**src/rtl/sport_pkg.sv**
```systemverilog
package sport_pkg;
  localparam int REG_W = 8;
  localparam int FLG_W = 6;

  localparam int B_SCK  = 7;
  localparam int B_SDO  = 6;
  localparam int B_ECLR = 5;
  localparam int B_RXE  = 4;
  localparam int B_TXE  = 3;
  localparam int B_RIE  = 2;
  localparam int B_TCIE = 1;
  localparam int B_TEIE = 0;

  typedef struct packed {
    logic par;
    logic ovr;
    logic frm;
    logic rxf;
    logic tcmp;
    logic temp;
  } sport_flags_t;

  localparam sport_flags_t FLAGS_RST = '{par:1'b0, ovr:1'b0, frm:1'b0,
                                         rxf:1'b0, tcmp:1'b0, temp:1'b1};
endpackage

```
**src/rtl/sport_ctrl_reg.sv**
```systemverilog
module sport_ctrl_reg
  import sport_pkg::*;
(
  input  logic             clk,
  input  logic             rst_n,
  input  logic             wr,
  input  logic [REG_W-1:0] wdata,
  output logic [REG_W-1:0] ctrl,
  output logic             err_clr,
  output logic             tx_kill,
  output logic             rx_abort,
  output logic             tx_abort
);
  logic [REG_W-1:0] ctrl_q;
  logic             rx_kill;

  assign rx_kill = wr && ctrl_q[B_RXE] && !wdata[B_RXE];
  assign tx_kill = wr && ctrl_q[B_TXE] && !wdata[B_TXE];
  assign err_clr = wr && !wdata[B_ECLR];

  always_ff @(posedge clk) begin
    if (!rst_n) begin
      ctrl_q   <= '0;
      rx_abort <= 1'b0;
      tx_abort <= 1'b0;
    end else begin
      if (wr) ctrl_q <= wdata;
      rx_abort <= rx_kill;
      tx_abort <= tx_kill;
    end
  end

  always_comb begin
    ctrl         = ctrl_q;
    ctrl[B_ECLR] = 1'b1;
  end
endmodule

```
**src/rtl/sport_flags.sv**
```systemverilog
module sport_flags
  import sport_pkg::*;
(
  input  logic         clk,
  input  logic         rst_n,
  input  logic         rx_en,
  input  logic         tx_en,
  input  logic         err_clr,
  input  logic         tx_kill,
  input  logic         rx_done,
  input  logic         rx_par_err,
  input  logic         rx_frm_err,
  input  logic         rx_read,
  input  logic         tx_load,
  input  logic         tx_taken,
  input  logic         tx_done,
  output sport_flags_t flags
);
  sport_flags_t f_q, f_d;
  logic frame_ok, ovr_ev, new_frame;

  always_comb begin
    frame_ok  = rx_done && rx_en;
    ovr_ev    = frame_ok && f_q.rxf && !rx_read;
    new_frame = frame_ok && !ovr_ev;

    f_d.rxf  = new_frame || (f_q.rxf && !rx_read);
    f_d.par  = (new_frame && rx_par_err) || (f_q.par && !err_clr);
    f_d.frm  = (new_frame && rx_frm_err) || (f_q.frm && !err_clr);
    f_d.ovr  = ovr_ev || (f_q.ovr && !err_clr);
    f_d.temp = tx_kill || (tx_en && tx_taken) || (f_q.temp && !tx_load);
    f_d.tcmp = tx_kill || (tx_en && tx_done)  || (f_q.tcmp && !tx_load);
  end

  always_ff @(posedge clk) begin
    if (!rst_n) f_q <= FLAGS_RST;
    else        f_q <= f_d;
  end

  assign flags = f_q;
endmodule

```
**src/rtl/sport_irq.sv**
```systemverilog
module sport_irq
  import sport_pkg::*;
(
  input  sport_flags_t flags,
  input  logic         rie,
  input  logic         tcie,
  input  logic         teie,
  output logic         rx_irq,
  output logic         tx_irq
);
  assign rx_irq = rie && (flags.rxf || flags.par || flags.ovr || flags.frm);
  assign tx_irq = (tcie && flags.tcmp) || (teie && flags.temp);
endmodule

```
**src/rtl/sport_pins.sv**
```systemverilog
module sport_pins (
  input  logic sck_en,
  input  logic sdo_en,
  input  logic sync_mode,
  input  logic ext_clk,
  input  logic shift_clk,
  input  logic ser_data,
  output logic sck_out,
  output logic sck_oe,
  output logic sdo_out,
  output logic sdo_oe
);
  assign sck_oe  = sck_en && !(sync_mode && ext_clk);
  assign sck_out = sync_mode ? shift_clk : 1'b1;
  assign sdo_oe  = sdo_en;
  assign sdo_out = sdo_en ? ser_data : 1'b1;
endmodule

```
**src/rtl/sport_ctl.sv**
```systemverilog
module sport_ctl
  import sport_pkg::*;
(
  input  logic             clk,
  input  logic             rst_n,
  input  logic             reg_wr,
  input  logic [REG_W-1:0] reg_wdata,
  output logic [REG_W-1:0] reg_rdata,
  input  logic             rx_done,
  input  logic             rx_par_err,
  input  logic             rx_frm_err,
  input  logic             rx_read,
  input  logic             tx_load,
  input  logic             tx_taken,
  input  logic             tx_done,
  input  logic             sync_mode,
  input  logic             ext_clk,
  input  logic             shift_clk,
  input  logic             ser_data,
  output logic [FLG_W-1:0] status,
  output logic             rx_en,
  output logic             tx_en,
  output logic             rx_abort,
  output logic             tx_abort,
  output logic             rx_irq,
  output logic             tx_irq,
  output logic             sck_out,
  output logic             sck_oe,
  output logic             sdo_out,
  output logic             sdo_oe
);
  logic [REG_W-1:0] ctrl;
  logic             err_clr, tx_kill;
  sport_flags_t     flags;

  sport_ctrl_reg u_reg (
    .clk(clk), .rst_n(rst_n), .wr(reg_wr), .wdata(reg_wdata),
    .ctrl(ctrl), .err_clr(err_clr), .tx_kill(tx_kill),
    .rx_abort(rx_abort), .tx_abort(tx_abort)
  );

  assign rx_en = ctrl[B_RXE];
  assign tx_en = ctrl[B_TXE];

  sport_flags u_flags (
    .clk(clk), .rst_n(rst_n), .rx_en(rx_en), .tx_en(tx_en),
    .err_clr(err_clr), .tx_kill(tx_kill),
    .rx_done(rx_done), .rx_par_err(rx_par_err), .rx_frm_err(rx_frm_err),
    .rx_read(rx_read), .tx_load(tx_load), .tx_taken(tx_taken),
    .tx_done(tx_done), .flags(flags)
  );

  sport_irq u_irq (
    .flags(flags), .rie(ctrl[B_RIE]), .tcie(ctrl[B_TCIE]), .teie(ctrl[B_TEIE]),
    .rx_irq(rx_irq), .tx_irq(tx_irq)
  );

  sport_pins u_pins (
    .sck_en(ctrl[B_SCK]), .sdo_en(ctrl[B_SDO]), .sync_mode(sync_mode),
    .ext_clk(ext_clk), .shift_clk(shift_clk), .ser_data(ser_data),
    .sck_out(sck_out), .sck_oe(sck_oe), .sdo_out(sdo_out), .sdo_oe(sdo_oe)
  );

  assign status    = flags;
  assign reg_rdata = ctrl;
endmodule

```
**config.mk**
```make
export PLATFORM = sky130hd
export DESIGN_NAME = sport_ctl
export DESIGN_NICKNAME = d
export VERILOG_FILES = /design/src/rtl/sport_pkg.sv /design/src/rtl/sport_ctrl_reg.sv /design/src/rtl/sport_flags.sv /design/src/rtl/sport_irq.sv /design/src/rtl/sport_pins.sv /design/src/rtl/sport_ctl.sv
export SDC_FILE = /design/constraint.sdc
export NUM_CORES = 1
export LEC_CHECK = 0
export ABC_CLOCK_PERIOD_IN_PS = 1750
export BUFFER_PORTS_ARGS = -buffer_cell sky130_fd_sc_hd__buf_2
export CAP_MARGIN = 20
export CORE_ASPECT_RATIO = 1.1
export CORE_MARGIN = 2
export CORE_UTILIZATION = 41
export CTS_BUF_LIST = sky130_fd_sc_hd__clkbuf_4 sky130_fd_sc_hd__clkbuf_8
export CTS_CLUSTER_SIZE = 8
export DETAILED_ROUTE_END_ITERATION = 10
export PLACE_DENSITY_LB_ADDON = 0.05
export SYNTH_ARGS = -nofsm -noshare
export SYNTH_HDL_FRONTEND = slang
export SYNTH_SLANG_ARGS = --single-unit
```
**constraint.sdc**
```tcl
create_clock -name clk -period 1.75 [get_ports clk]
set_input_delay 0.4375 -clock clk [delete_from_list [all_inputs] [get_ports clk]]
set_output_delay 0.4375 -clock clk [all_outputs]
set_load 0.1 [all_outputs]
```
Word-level counts from Yosys, hierarchy flattened
Index checks and enable logic that the tools add are counted.
Widths: inputs -> output; s select.
{"block": "classes", "n_mux": 2, "n_reduce_logical": 44}
{"operator": "$logic_and 1x1->1", "count": 24}
{"operator": "$logic_or 1x1->1", "count": 12}
{"operator": "$logic_not 1->1", "count": 8}
{"operator": "$mux 1", "count": 2}
{"block": "totals", "ff_bits": 16, "inputBits": 22, "word_cells": 55}

Longest topological paths before layout
{"block": "logic_depth", "depth_word": 7, "mapped_depth": 4, "depth_no_buf": 3}

Cells and area by module
From an unflattened synthesis, not the netlist that was laid out.
{"block": "unflattened", "cells_unflattened": 64, "hier_area_um2": 673.1}
{"mod": "sport_ctrl_reg", "instances": 1, "cells_per_inst": 31, "area_each_um2": 355.3, "seq_area_each_um2": 180.2}
{"mod": "sport_flags", "instances": 1, "cells_per_inst": 25, "area_each_um2": 255.2, "seq_area_each_um2": 120.1}
{"mod": "sport_pins", "instances": 1, "cells_per_inst": 4, "area_each_um2": 27.5, "seq_area_each_um2": 0.0}
{"mod": "sport_irq", "instances": 1, "cells_per_inst": 2, "area_each_um2": 20.0, "seq_area_each_um2": 0.0}
{"mod": "sport_ctl", "instances": 1, "cells_per_inst": 2, "area_each_um2": 15.0, "seq_area_each_um2": 0.0}

Least setup slack after synthesis
No wires, ideal clock.
{"block": "synth_timing", "path_type": "input -> output", "startpoint": "input sync_mode", "endpoint": "output sck_oe", "arrival_ns": 2.624, "slack_ns": -1.312, "cell_stages": 1, "n_path_buf": 0, "cell_sequence": "a21boi_0"}
{"block": "synth_between", "elab_chain_len": 3}
{"element": "start, declared", "line": "sport_ctl.sv:16", "text": "input logic sync_mode,"}
{"element": "$logic_and 1x1->1", "line": "sport_pins.sv:13", "text": "assign sck_oe = sck_en && !(sync_mode && ext_clk);"}
{"element": "$logic_not 1->1", "line": "sport_pins.sv:13"}
{"element": "$logic_and 1x1->1", "line": "sport_pins.sv:13"}
{"element": "end, declared", "line": "sport_ctl.sv:28", "text": "output logic sck_oe,"}
No other way between the ends.

Final worst setup path
{"block": "layout_timing", "startpoint": "register u_flags.f_q (netlist bit u_flags.flags[5])", "endpoint": "output rx_irq"}
{"block": "layout_between", "elab_chain_len": 4}
{"element": "start, declared", "line": "sport_flags.sv:19", "text": "sport_flags_t f_q, f_d;"}
{"element": "start signal, assigned", "line": "sport_flags.sv:36", "text": "if (!rst_n) f_q <= FLAGS_RST;"}
{"element": "start signal, assigned", "line": "sport_flags.sv:37", "text": "else f_q <= f_d;"}
{"element": "$logic_or 1x1->1 (3 in a row)", "line": "sport_irq.sv:11", "text": "assign rx_irq = rie && (flags.rxf || flags.par || flags.ovr || flags.frm);"}
{"element": "$logic_and 1x1->1", "line": "sport_irq.sv:11"}
{"element": "end, declared", "line": "sport_ctl.sv:25", "text": "output logic rx_irq,"}
No other way between the ends.

==> summary.txt <==
worst skew pair latency -> 0.27 ns
# rows -> 15
Routed Antenna Nets -> 0
Yosys cell types -> 24
largest net degree at the start of global routing -> 14
GRT Residual Overflow -> 0
CP delay by family, top -> compound AO/OA/AOI/OAI gates
Yosys top cell by area -> dfxtp_1
Fmax -> 582.3 MHz
clock power share -> 23.8%
Yosys warnings -> 0
Fillers -> 151
top cell type's share of synthesized area -> 45.28%
fin crit share -> 98.13%
root buf cell -> clkbuf_4
Comb pwr share -> 33.7%
final std cells w/o fill -> 122
final setup fails -> 0
Synth Flop Type -> dfxtp_1
DR WL/cell -> 11.60 um
routability cong. -> 0.7262
synthesized area -> 663.1 um2
Hold Crit Class -> input port to flip-flop
Syn-to-layout area delta -> 43.77%
Total Power -> 0.8757 mW
Seq/Total Area, Yosys -> 45.28%
max cap viols -> 0
pwr dens -> 918.5 nW/um2
area of the multi-input gates -> 291.5 um2
Setup CP Type -> flip-flop to output port
layout net count -> 128
Max IR drop VDD -> 0.0005564 V
ys async rst share -> 0%
Leak -> 0.5072 nW
final wirelength -> 1415 um
critical-path cell list -> o41a_4 -> buf_12
Final Hold Vio Count -> 0
most common cell in the synthesized netlist -> dfxtp_1
sw power -> 0.3464 mW
#FFs+latches synth -> 15
Fin Setup TNS -> 0 ns
Avg Inst Size Synth -> 10.05 um2
CTS tree -> yes
synthesized net count -> 88
Synth Instances -> 66
Die Wd -> 42.35 um
Hold-fix buffers, CTS -> 0
P_int -> 0.5293 mW
Slew Limit Fails -> 0
All-Layer GR Usage -> 15.49%
I/O Buffers -> 44
DP Worst Slack -> 0.2483 ns
clk sinks -> 15
Area contributors post-synth -> dfxtp_1 45%, mux2i_1 11%, buf_4 9.1%
final hold slack -> 0.3344 ns
WP data required -> 1.31 ns
total CTS buffers -> 3
outcome -> completed
initial DRC count -> 3
Post-synth EDFFs -> 0
HPWL Detailed -> 1047 um
Die Span Y -> 46.18 um
Initial Util -> 43.09%
initial antenna violation count -> 0
Largest stage delay, worst path -> 0.50 ns
Placed Cells -> 117
Setup Skew -> 0.002233 ns
post-DR vias/cell -> 4.721
critical path fanouts, max -> 2
worst setup slack after layout -> 0.03274 ns
Residual DRC -> 0
Util after Layout -> 61.95%
full die area -> 1955 um2
register area -> 311.5 um2
sequential fraction of design power -> 42.4%
Post-Place Cell Area -> 892.1 um2
drt pass-1 iters -> 3
number of global-route vias before repair -> 517
global-route wire length before repair -> 2187 um
Clk pin slew, worst setup/hold paths -> 0.09 ns
RSZ-0062 raised after global routing -> true
share of cells above drive strength 1 -> 65.71%
vias -> 576
element type at the critical path start -> flip-flop
Clock Path Buffers -> 2
CP Buf/Inv Count -> 1
I/O Pins -> 46
ANT cells -> 0
Worst path slowest cell -> o41a_4
Final Cell Area -> 953.4 um2
most frequent cells after synthesis -> 15 x dfxtp_1, 8 x buf_4, 8 x nor2_1
Core Region -> 1539 um2
sw frac -> 39.56%
post-route minimum period -> 1.717 ns
WP data arrival -> 1.28 ns
Critical Path End Type -> output port
htree depth -> 1
[power groups by stage]
| stage | Clock [mW] | Sequential (mW) | Combinational, mW |
|---|---|---|---|
| 5_1_grt | 0.235 | 0.375 | 0.306 |
| 3_5_place_dp | 0 | 0.379 | 0.293 |
| 3_3_place_gp | 0 | 0.379 | 0.292 |
| 4_1_cts | 0.213 | 0.372 | 0.294 |
| 6_report | 0.209 | 0.372 | 0.295 |
| 2_1_floorplan | 0 | 0.448 | 0.175 |
[cell families (layout without fill, tap and decap cells)]
| logic type | after synthesis | count (layout) | synth area share, % |
|---|---|---|---|
| AOI/OAI and AO/OA | 10 | 10 | 12.45 |
| buffers and inverters | 13 | 52 | 13.21 |
| DFF | 15 | 15 | 45.28 |
| muxes | 7 | 7 | 10.57 |
| other | 1 | 1 | 0.5655 |
| and+or+nand+nor | 20 | 20 | 17.93 |
[area by class of cell]
type | count | share of cell area [%]
flip-flops and latches | 15 | 32.68
repair buffers | 45 | 30.18
well taps | 17 | 2.231
inverters | 3 | 1.181
clock buffers | 4 | 3.150
multi-input cells | 38 | 30.58
[final timing paths]
| kind | startpoint | end | slack [ns] | depth (start not counted) |
|---|---|---|---|---|
| max | u_flags.flags[5] | rx_irq | 0.03 | 2 |
| min | reg_wdata[4] | u_reg.rx_abort | 0.33 | 2 |
| max reg2reg | u_flags.flags[2] | u_flags.flags[3] | 0.83 | 3 |
| min reg2reg | u_reg.ctrl_q[4] | u_reg.rx_abort | 0.49 | 2 |
[worst register-to-register path: stages, from the launching register on]
cell and delay, ns:
dfxtp_2 0.38, nand2b_4 0.06, nor3b_2 0.16, a32o_2 0.22
[sequential cells by signal, summed over array words and instances, names as in the netlist]
| signal | count |
|---|---|
| u_flags.flags | 6 |
| u_reg.ctrl_q | 7 |
| u_reg.rx_abort | 1 |
| u_reg.tx_abort | 1 |
[timing repair]
item                       4_1_cts  5_1_grt
setup endpoints to repair        1        1
buffers inserted                 0        1
pin swaps                        0        0
gates resized for setup          2        3
[placed cells by master (no fill, tap or decap)]
master / Yosys / layout
nand2b_1: 2 / 1
inv_2: 1 / 1
clkbuf_4: 0 / 4
nand3b_1: 1 / 1
buf_2: 1 / 40
buf_12: 0 / 4
buf_4: 8 / 1
o41a_4: 0 / 1
a32o_2: 2 / 2
a22o_2: 0 / 1
inv_1: 2 / 2
a21oi_1: 3 / 3
nand2b_4: 2 / 2
conb_1: 1 / 1
dfxtp_2: 0 / 9
a21boi_2: 0 / 1
nor3_1: 1 / 1
nand2_2: 1 / 1
nor2_1: 8 / 8
dfxtp_1: 15 / 6
or2_0: 1 / 1
nand2_1: 3 / 3
a22oi_1: 1 / 1
o2111ai_1: 1 / 1
mux2i_1: 7 / 7
nand2b_2: 0 / 1
nor3b_2: 1 / 1
[per-layer routing]
layer | up-vias | wire length, um | global-route usage, %
met5 | - | 0 | 0
met4 | 0 | 13 | 7.500
met3 | 2 | 95 | 3.529
met2 | 24 | 761 | 29.54
met1 | 257 | 545 | 16.23
li1 | 293 | - | -
No activity file was read; power rests on OpenSTA's default activity.
